==> config.mk <==
export PLATFORM = sky130hd
export DESIGN_NAME = gpio_pinctl
export DESIGN_NICKNAME = d
export VERILOG_FILES = /design/src/rtl/gpio_pkg.sv /design/src/rtl/gpio_addr_dec.sv /design/src/rtl/gpio_pin_cell.sv /design/src/rtl/gpio_rd_mux.sv /design/src/rtl/gpio_pinctl.sv
export SDC_FILE = /design/constraint.sdc
export NUM_CORES = 1
export LEC_CHECK = 0
export BUFFER_PORTS_ARGS = -buffer_cell sky130_fd_sc_hd__buf_2
export CAP_MARGIN = 5
export CORE_ASPECT_RATIO = 0.8
export CORE_MARGIN = 2
export CORE_UTILIZATION = 45
export DETAILED_ROUTE_END_ITERATION = 10
export PLACE_DENSITY_LB_ADDON = 0.2
export SLEW_MARGIN = 20
export SYNTH_ARGS = -nofsm -noshare
export SYNTH_HDL_FRONTEND = slang
export SYNTH_SLANG_ARGS = --single-unit
==> constraint.sdc <==
create_clock -name clk -period 6.4 [get_ports clk]
set_input_delay 0.32 -clock clk [delete_from_list [all_inputs] [get_ports clk]]
set_output_delay 0.32 -clock clk [all_outputs]
set_load 0.01 [all_outputs]
==> src/rtl/gpio_pkg.sv <==
package gpio_pkg;
  typedef enum logic [1:0] {
    SEL_LVL  = 2'd0,
    SEL_PIN  = 2'd1,
    SEL_NONE = 2'd2
  } sel_e;

  localparam int BIT_OE  = 2;
  localparam int BIT_LVL = 1;
  localparam int BIT_DO  = 0;
  localparam int BYTE_W  = 8;
endpackage

==> src/rtl/gpio_addr_dec.sv <==
module gpio_addr_dec
  import gpio_pkg::*;
#(
  parameter int ADDR_W   = 6,
  parameter int NUM_LVL  = 8,
  parameter int NUM_PINS = 36
) (
  input  logic [ADDR_W-1:0] addr,
  output sel_e              sel,
  output logic [ADDR_W-1:0] idx
);
  localparam logic [ADDR_W-1:0] PIN_BASE = ADDR_W'(NUM_LVL);
  localparam logic [ADDR_W-1:0] PIN_END  = ADDR_W'(NUM_LVL + NUM_PINS);

  always_comb begin
    if (addr < PIN_BASE) begin
      sel = SEL_LVL;
      idx = addr;
    end else if (addr < PIN_END) begin
      sel = SEL_PIN;
      idx = addr - PIN_BASE;
    end else begin
      sel = SEL_NONE;
      idx = '0;
    end
  end
endmodule

==> src/rtl/gpio_pin_cell.sv <==
module gpio_pin_cell
  import gpio_pkg::*;
#(
  parameter logic [7:0] RST_VAL = 8'h00
) (
  input  logic       clk,
  input  logic       rst,
  input  logic       wr_hit,
  input  logic [7:0] wdata,
  input  logic       pulse_set,
  input  logic       pulse_clr,
  input  logic       ev_hit,
  input  logic       ev_val,
  output logic [7:0] q,
  output logic       ev_err
);
  logic [7:0] wr_byte;

  always_comb begin
    wr_byte          = wdata;
    wr_byte[BIT_LVL] = wdata[BIT_OE] ? wdata[BIT_DO] : q[BIT_LVL];
  end

  always_ff @(posedge clk) begin
    if (rst) begin
      q <= RST_VAL;
    end else if (wr_hit) begin
      q <= wr_byte;
    end else if (pulse_set) begin
      q[BIT_LVL] <= 1'b1;
    end else if (pulse_clr) begin
      q[BIT_LVL] <= 1'b0;
    end else if (ev_hit) begin
      q[BIT_LVL] <= ev_val;
    end
  end

  assign ev_err = ev_hit & q[BIT_OE];
endmodule

==> src/rtl/gpio_rd_mux.sv <==
module gpio_rd_mux
  import gpio_pkg::*;
#(
  parameter int ADDR_W   = 6,
  parameter int NUM_LVL  = 8,
  parameter int NUM_PINS = 36
) (
  input  sel_e                   sel,
  input  logic [ADDR_W-1:0]      idx,
  input  logic [NUM_LVL*8-1:0]   lvl_bank,
  input  logic [7:0]             pin_q [NUM_PINS],
  output logic [7:0]             data
);
  always_comb begin
    data = '0;
    if (sel == SEL_LVL) begin
      for (int k = 0; k < NUM_LVL; k++) begin
        if (idx == ADDR_W'(k)) data = lvl_bank[k*8 +: 8];
      end
    end else if (sel == SEL_PIN) begin
      for (int k = 0; k < NUM_PINS; k++) begin
        if (idx == ADDR_W'(k)) data = pin_q[k];
      end
    end
  end
endmodule

==> src/rtl/gpio_pinctl.sv <==
module gpio_pinctl
  import gpio_pkg::*;
#(
  parameter int ADDR_W    = 6,
  parameter int NUM_LVL   = 8,
  parameter int NUM_PINS  = 36,
  parameter int LOW_PIN   = 1,
  parameter int PULSE_PIN = 9
) (
  input  logic                  clk,
  input  logic                  rst,
  input  logic [ADDR_W-1:0]     bus_addr,
  input  logic                  bus_wr,
  input  logic                  bus_rd,
  input  logic [7:0]            bus_wdata,
  output logic [7:0]            bus_rdata,
  input  logic [NUM_LVL*8-1:0]  lvl_bank,
  input  logic                  in_set,
  input  logic [ADDR_W-1:0]     in_pin,
  input  logic                  in_val,
  input  logic                  nmi_req,
  output logic [NUM_PINS-1:0]   pin_oe,
  output logic [NUM_PINS-1:0]   pin_do,
  output logic                  irq_low,
  output logic                  irq_nmi,
  output logic                  err_flag
);
  sel_e              sel;
  logic [ADDR_W-1:0] idx;
  logic [7:0]        pin_q [NUM_PINS];
  logic [NUM_PINS-1:0] err_vec;
  logic [7:0]        rd_data;
  logic              pulse_st;
  logic              pulse_set;

  gpio_addr_dec #(
    .ADDR_W(ADDR_W), .NUM_LVL(NUM_LVL), .NUM_PINS(NUM_PINS)
  ) u_dec (
    .addr(bus_addr), .sel(sel), .idx(idx)
  );

  assign pulse_set = nmi_req & ~pulse_st;

  always_ff @(posedge clk) begin
    if (rst) pulse_st <= 1'b0;
    else     pulse_st <= pulse_set;
  end

  for (genvar i = 0; i < NUM_PINS; i++) begin : g_pin
    localparam logic [7:0] RV = (i == LOW_PIN) ? 8'h02 : 8'h00;
    logic wr_hit, ev_hit, p_set, p_clr;

    assign wr_hit = bus_wr && (sel == SEL_PIN) && (idx == ADDR_W'(i));
    assign ev_hit = in_set && (in_pin == ADDR_W'(i));

    if (i == PULSE_PIN) begin : g_nmi
      assign p_set = pulse_set;
      assign p_clr = pulse_st;
    end else begin : g_plain
      assign p_set = 1'b0;
      assign p_clr = 1'b0;
    end

    gpio_pin_cell #(.RST_VAL(RV)) u_cell (
      .clk(clk), .rst(rst), .wr_hit(wr_hit), .wdata(bus_wdata),
      .pulse_set(p_set), .pulse_clr(p_clr),
      .ev_hit(ev_hit), .ev_val(in_val),
      .q(pin_q[i]), .ev_err(err_vec[i])
    );

    assign pin_oe[i] = pin_q[i][BIT_OE];
    assign pin_do[i] = pin_q[i][BIT_DO];
  end

  gpio_rd_mux #(
    .ADDR_W(ADDR_W), .NUM_LVL(NUM_LVL), .NUM_PINS(NUM_PINS)
  ) u_mux (
    .sel(sel), .idx(idx), .lvl_bank(lvl_bank), .pin_q(pin_q), .data(rd_data)
  );

  always_ff @(posedge clk) begin
    if (rst) begin
      bus_rdata <= '0;
      err_flag  <= 1'b0;
    end else begin
      if (bus_rd) bus_rdata <= rd_data;
      if (|err_vec) err_flag <= 1'b1;
    end
  end

  assign irq_low = ~pin_q[LOW_PIN][BIT_LVL];
  assign irq_nmi = pin_q[PULSE_PIN][BIT_LVL];
endmodule

==> impl_metrics.yaml, run 1 <==
critical_path:
  worstPathCellList: "buf_2, inv_1, ha_1, inv_1, o211ai_1, nand2_1, o311ai_0, a221oi_1, o221ai_1, a21oi_1, o21ai_0"
  endpoint_kind: "flop"
  crit_path_frequent_cell: "inv_1"
  cpPeakStageDelay_ns: 1.00
  required_ns: 6.87
  cp_max_fo: 20
  critical_path_class: "in2reg"
  slowest_stage: "o311ai_0"
  setup.worst_path.start: "bus_addr[3]"
  r2r_end: "bus_rdata[7]$_SDFFE_PP0P_"
  endpoint: "bus_rdata[6]$_SDFFE_PP0P_"
  regToRegStartpoint: "g_pin[15].u_cell.q[7]$_SDFFE_PP0P_"
  arrival_ns: 4.83
  rrSetupSlack_ns: 3.77
  cp-start-kind: "input port"
  worst-r2r-cell-count: 8
placement:
  dp.final_hpwl_um: 57100
  io_buffer_count: 172
  place_inst: 2715
  gp_congestion: 1.08
global_route:
  grt_pass1_vias: 16777
  grt_max_degree: 126
  grt_pass1_wl_um: 116000
  grt_antenna_before_repair: 0
  grt_usage: 0.422
  grt-ovfl-total: 0
clocking:
  post_cts_buffers: 0
  clock-sinks: 298
  root_buffer: "clkbuf_16"
  clock_latency_ns: 0.54
  tritoncts: "built"
  cts_resized: 0
  h-tree-depth: 2
  cts_hold_buffers: 0
  numCtsBuffers: 34
  clockBufferDepth: 3
  path_clk_slew_ns: 0.06
timing:
  slew_violations: 0
  rsz0062_at_grt: "no"
  setup_violations: 0
  max_slew_margin: 0.148
  fin_crit_ns: 4.36
  fin_crit_sh: 0.681
  setup_tns_ns: 0
  tightest_slew_ns: 1.27
  hold_slack_ns: 0.0719
  timing.fmax_ghz: 0.229
  fin_worst_skew_ns: 0.0211
  hold_violations: 0
finish:
  antenna_cells: 0
  final_util: 0.515
  final_cell_count_no_fill: 2775
  layout_common_cells: "nand2_1 (610), a21oi_1 (328), dfxtp_1 (298)"
  area_growth_pct: 11.9
  nets: 2372
  drive_gt1_frac: 0.145
  final_common_cell: "nand2_1"
  n_fill_cell: 3584
power_and_ir_drop:
  power_leakage_uw: 0.00637
  power_density_mw_per_mm2: 247
  power.total_uw: 4450
  ir_drop_uv: 158
drt:
  vias_per_cell: 6.71
  drt-total-wl_um: 82100
  drc: 0
  dr.pass1.iters: 7
  vias: 18628
  drtAntennaViolNets: 0
  wl_per_cell_um: 29.6
  drt-initial-drc-count: 2974
synth:
  netlist_instances: 2225
  netlist.area_leader.share: 0.371
  async_flop_share: 0
  mappedNetlistArea_mm2: 0.0161
  yosysTopAreaCell: "dfxtp_1"
  ys.flop_type: "dfxtp_1"
  netlist_top_cells_area: "dfxtp_1 (37%), nand2_1 (14%), a21oi_1 (10%), nor2_1 (3.7%), buf_4 (3.5%)"
  avgSynthCellArea_um2: 7.23
  syn_nets: 2317
  synthDistinctLibCells: 85
  synth_seq_cells: 298
  synth_edf_count: 0
  ys_warn_count: 0
  seq_area_frac_synth: 0.371
run:
  cap_viol_max_count: 0
die:
  core_region_area_mm2: 0.0350
  die_w_um: 215
  die_area_mm2: 0.0373
  fp-row-count: 61
  start_util: 0.460
  pin_count: 174
  fp.dieH_um: 173
status:
  status: "completed"
hold_path:
  min_path_type: "in2reg"
-- power breakdown --
part	switching [uW]	total (uW)	internal, uW
sequential	12.4	1880	1870
combinational	412	544	132
clock	843	2030	1180
-- state kept, by name (all words and copies together), names as in the netlist --
signal	flops
g_pin.u_cell.q	288
err_flag	1
bus_rdata	8
g_pin.p_clr	1
-- area by class of cell --
cell class,instances,area [um^2],area share
Clock buffer,47,971,0.0539
Clock inverter,12,145,0.00806
Multi-Input combinational cell,1701,8970,0.498
Timing Repair Buffer,230,1300,0.0724
Tap cell,472,591,0.0328
Sequential cell,298,5970,0.331
Inverter,15,56.3,0.00313
-- cell usage after synthesis, types with 8 or more instances --
master	number
clkbuf_1	87
a221o_1	8
o31ai_1	16
nand2b_1	10
nand2_1	610
a21oi_1	330
o22ai_1	39
dfxtp_1	298
nor2_1	159
a311oi_1	20
a31oi_1	18
inv_1	13
buf_1	19
buf_4	76
a22oi_1	32
a211o_1	8
nor2b_1	8
nor4_1	10
a221oi_1	24
buf_2	29
o21ai_0	74
a211oi_1	17
mux2i_1	28
o221ai_1	16
nand3_1	48
o211ai_1	13
a22o_1	9
nor3_1	30
a21o_1	8
-- worst min-delay path by stage --
stage / from / end / slack [ns] / cells after the start
2_1_floorplan: g_pin[9].p_clr$_SDFF_PP0_ / g_pin[9].p_clr$_SDFF_PP0_ / 0.42 / 1
6_report: nmi_req / g_pin[9].p_clr$_SDFF_PP0_ / 0.07 / 2
4_1_cts: nmi_req / g_pin[9].p_clr$_SDFF_PP0_ / 0.06 / 2
3_5_place_dp: g_pin[9].p_clr$_SDFF_PP0_ / g_pin[9].p_clr$_SDFF_PP0_ / 0.44 / 1
5_1_grt: nmi_req / g_pin[9].p_clr$_SDFF_PP0_ / 0.07 / 2
3_3_place_gp: g_pin[9].p_clr$_SDFF_PP0_ / g_pin[9].p_clr$_SDFF_PP0_ / 0.44 / 1
-- per-stage QoR --
| step | instance area [um^2] | setup slack (ns) |
|---|---|---|
| after global placement | 16900 | 1.91 |
| after global routing | 18000 | 1.95 |
| after CTS | 18000 | 2.39 |
| after floorplan | 16100 | 3.40 |
| after detailed placement | 16900 | 1.85 |
| final | 18000 | 2.04 |
-- cell families (layout without fill, tap and decap cells) --
kind of cell,count (synthesis),count (layout),share of synthesized area
and+or+nand+nor,941,941,0.244
AOI/OAI and AO/OA,724,724,0.289
DFF,298,298,0.371
buffers and inverters,226,304,0.0727
muxes,35,35,0.0223
adders and majority gates,1,1,0.000778
-- critical path, delay by kind of cell --
kind	cells	cell delay, ns
AO/OA/AOI/OAI	6	2.51
buffers and inverters	3	0.88
adder cells (fa/ha/maj)	1	0.69
AND/OR/NAND/NOR	1	0.41
-- routing by layer --
layer,wire [um],vias to the layer above,GRT usage
met5,0,-,0
met1,31700,8770,0.572
li1,-,8013,-
met3,12000,305,0.118
met4,5250,0,0.239
met2,33100,1540,0.602
No activity file was read; power rests on OpenSTA's default activity.
==> inputs of run 2 (changes only) <==
Clock period 6.4 ns to 4.52 ns, I/O delays scaled along.
==> run 2 against run 1 <==
Sequential cell count is the same. Critical path depth shrank 1. Register-to-register slack lost 1.7 ns. First-iteration DRC count grew 13%. Non-clock buffer count grew 53. Combinational power grew 48%. Cell area grew 2.4%. Via count grew 0.21%. Die area is the same. Clock skew grew 0.0039 ns.
==> impl_metrics.yaml, run 2 (synthesis gave the netlist of run 1 again) <==
clocking:
  post_cts_buffers: 0
  tritoncts: "built"
  clock_latency_ns: 0.62
  h-tree-depth: 1
  root_buffer: "clkbuf_16"
  clockBufferDepth: 3
  clock-sinks: 298
  cts_hold_buffers: 1
  numCtsBuffers: 31
  path_clk_slew_ns: 0.07
  cts_resized: 0
drt:
  drt-initial-drc-count: 3353
  drtAntennaViolNets: 0
  drc: 0
  wl_per_cell_um: 30.0
  vias: 18667
  drt-total-wl_um: 84900
  vias_per_cell: 6.61
  dr.pass1.iters: 6
finish:
  largest_register: "g_pin.u_cell.q"
  area_growth_pct: 14.6
  layout_common_cells: "nand2_1 (610), a21oi_1 (328), dfxtp_1 (298)"
  top_regs: "g_pin.u_cell.q x288, bus_rdata x8"
  final_design_area_no_fill_mm2: 0.0184
  final_common_cell: "nand2_1"
  largest_register_ff_count: 288
  n_fill_cell: 3540
  nets: 2422
  final_util: 0.527
  regArea_mm2: 0.00597
  drive_gt1_frac: 0.166
  multiInputGateArea_mm2: 0.00898
timing:
  setup_tns_ns: 0
  fin_worst_skew_ns: 0.0250
  slew_violations: 0
  hold_violations: 0
  fin_crit_sh: 0.781
  hold_slack_ns: 0.0444
  tightest_slew_ns: 1.22
  max_slew_margin: 0.187
  fin_crit_ns: 3.53
  timing.fmax_ghz: 0.283
  rsz0062_at_grt: "no"
  setup_violations: 0
critical_path:
  worst-r2r-cell-count: 8
  worstPathCellList: "buf_2, nor2_1, a21oi_2, buf_4, nor2_1, a222oi_1, a21oi_1, or4_1, nor4_1, a2111oi_0"
  crit_path_frequent_cell: "nor2_1"
  setup.worst_path.start: "bus_addr[0]"
  endpoint_kind: "flop"
  cp-start-kind: "input port"
  slowest_stage: "a21oi_2"
  required_ns: 4.96
  arrival_ns: 3.97
  critical_path_class: "in2reg"
  rrSetupSlack_ns: 2.06
  regToRegStartpoint: "g_pin[1].u_cell.q[3]$_SDFFE_PP0P_"
  cpPeakStageDelay_ns: 0.63
  cp_max_fo: 21
  r2r_end: "bus_rdata[3]$_SDFFE_PP0P_"
die:
  die_area_mm2: 0.0373
  start_util: 0.460
  pin_count: 174
  die_w_um: 215
  fp-row-count: 61
  fp.dieH_um: 173
  core_region_area_mm2: 0.0350
placement:
  placed_area_mm2: 0.0173
  dp.final_hpwl_um: 61100
  io_buffer_count: 172
  gp_congestion: 1.08
run:
  cap_viol_max_count: 0
power_and_ir_drop:
  power_leakage_uw: 0.00664
  ir_drop_uv: 311
  power_density_mw_per_mm2: 344
global_route:
  grt_pass1_vias: 16791
  grt_pass1_wl_um: 120000
  grt_antenna_before_repair: 4
  grt_max_degree: 140
  grt-ovfl-total: 0
  grt_usage: 0.438
status:
  status: "completed"
hold_path:
  min_path_type: "in2reg"
  hp-start: "in_val"
  hold_end: "g_pin[21].u_cell.q[1]$_SDFFE_PP0P_"
  min_path_cells: 3
## run 2: through the flow
stage | std cells | power [uW] | setup WS [ns]
3_3_place_gp | 2768 | 3470 | 0.620
4_1_cts | 2824 | 6290 | 1.22
6_report | 2825 | 6340 | 0.991
3_5_place_dp | 2768 | 3480 | 0.618
2_1_floorplan | 2225 | 3100 | 1.61
5_1_grt | 2824 | 6440 | 1.04
## run 2: layout make-up
type                    instances  area share
inverters                      15     0.00305
repair buffers                283      0.0941
flip-flops and latches        298       0.324
clock buffers                  38      0.0462
multi-input cells            1701       0.487
well taps                     472      0.0320
diodes                          1    0.000136
clock inverters                17      0.0139
## run 2: routing by layer
layer | vias to the layer above | track usage | share of wire
met4 | 0 | 0.205 | 0.055
met2 | 1433 | 0.642 | 0.41
met5 | - | 0 | 0
met1 | 8852 | 0.604 | 0.39
li1 | 8112 | - | -
met3 | 270 | 0.105 | 0.14
## run 2: critical path: cells and delay by family
family	cells	cell delay [ns]
simple gates	4	1.54
buf+inv	2	0.97
compound gates	4	1.21
## run 2: worst max-delay path by stage
stage,to,slack (ns),cells after the start
after floorplan,bus_rdata[5]$_SDFFE_PP0P_,1.61,13
after global placement,bus_rdata[5]$_SDFFE_PP0P_,0.62,10
after detailed placement,bus_rdata[5]$_SDFFE_PP0P_,0.62,10
after CTS,bus_rdata[5]$_SDFFE_PP0P_,1.22,10
after global routing,bus_rdata[5]$_SDFFE_PP0P_,1.04,11
final,bus_rdata[5]$_SDFFE_PP0P_,0.99,10
## run 2: where the power goes
| group | internal, uW | total (uW) | switching [uW] |
|---|---|---|---|
| Clock | 1680 | 2870 | 1190 |
| Sequential | 2640 | 2660 | 18.4 |
| Combinational | 211 | 805 | 594 |
| Total | 4530 | 6340 | 1810 |
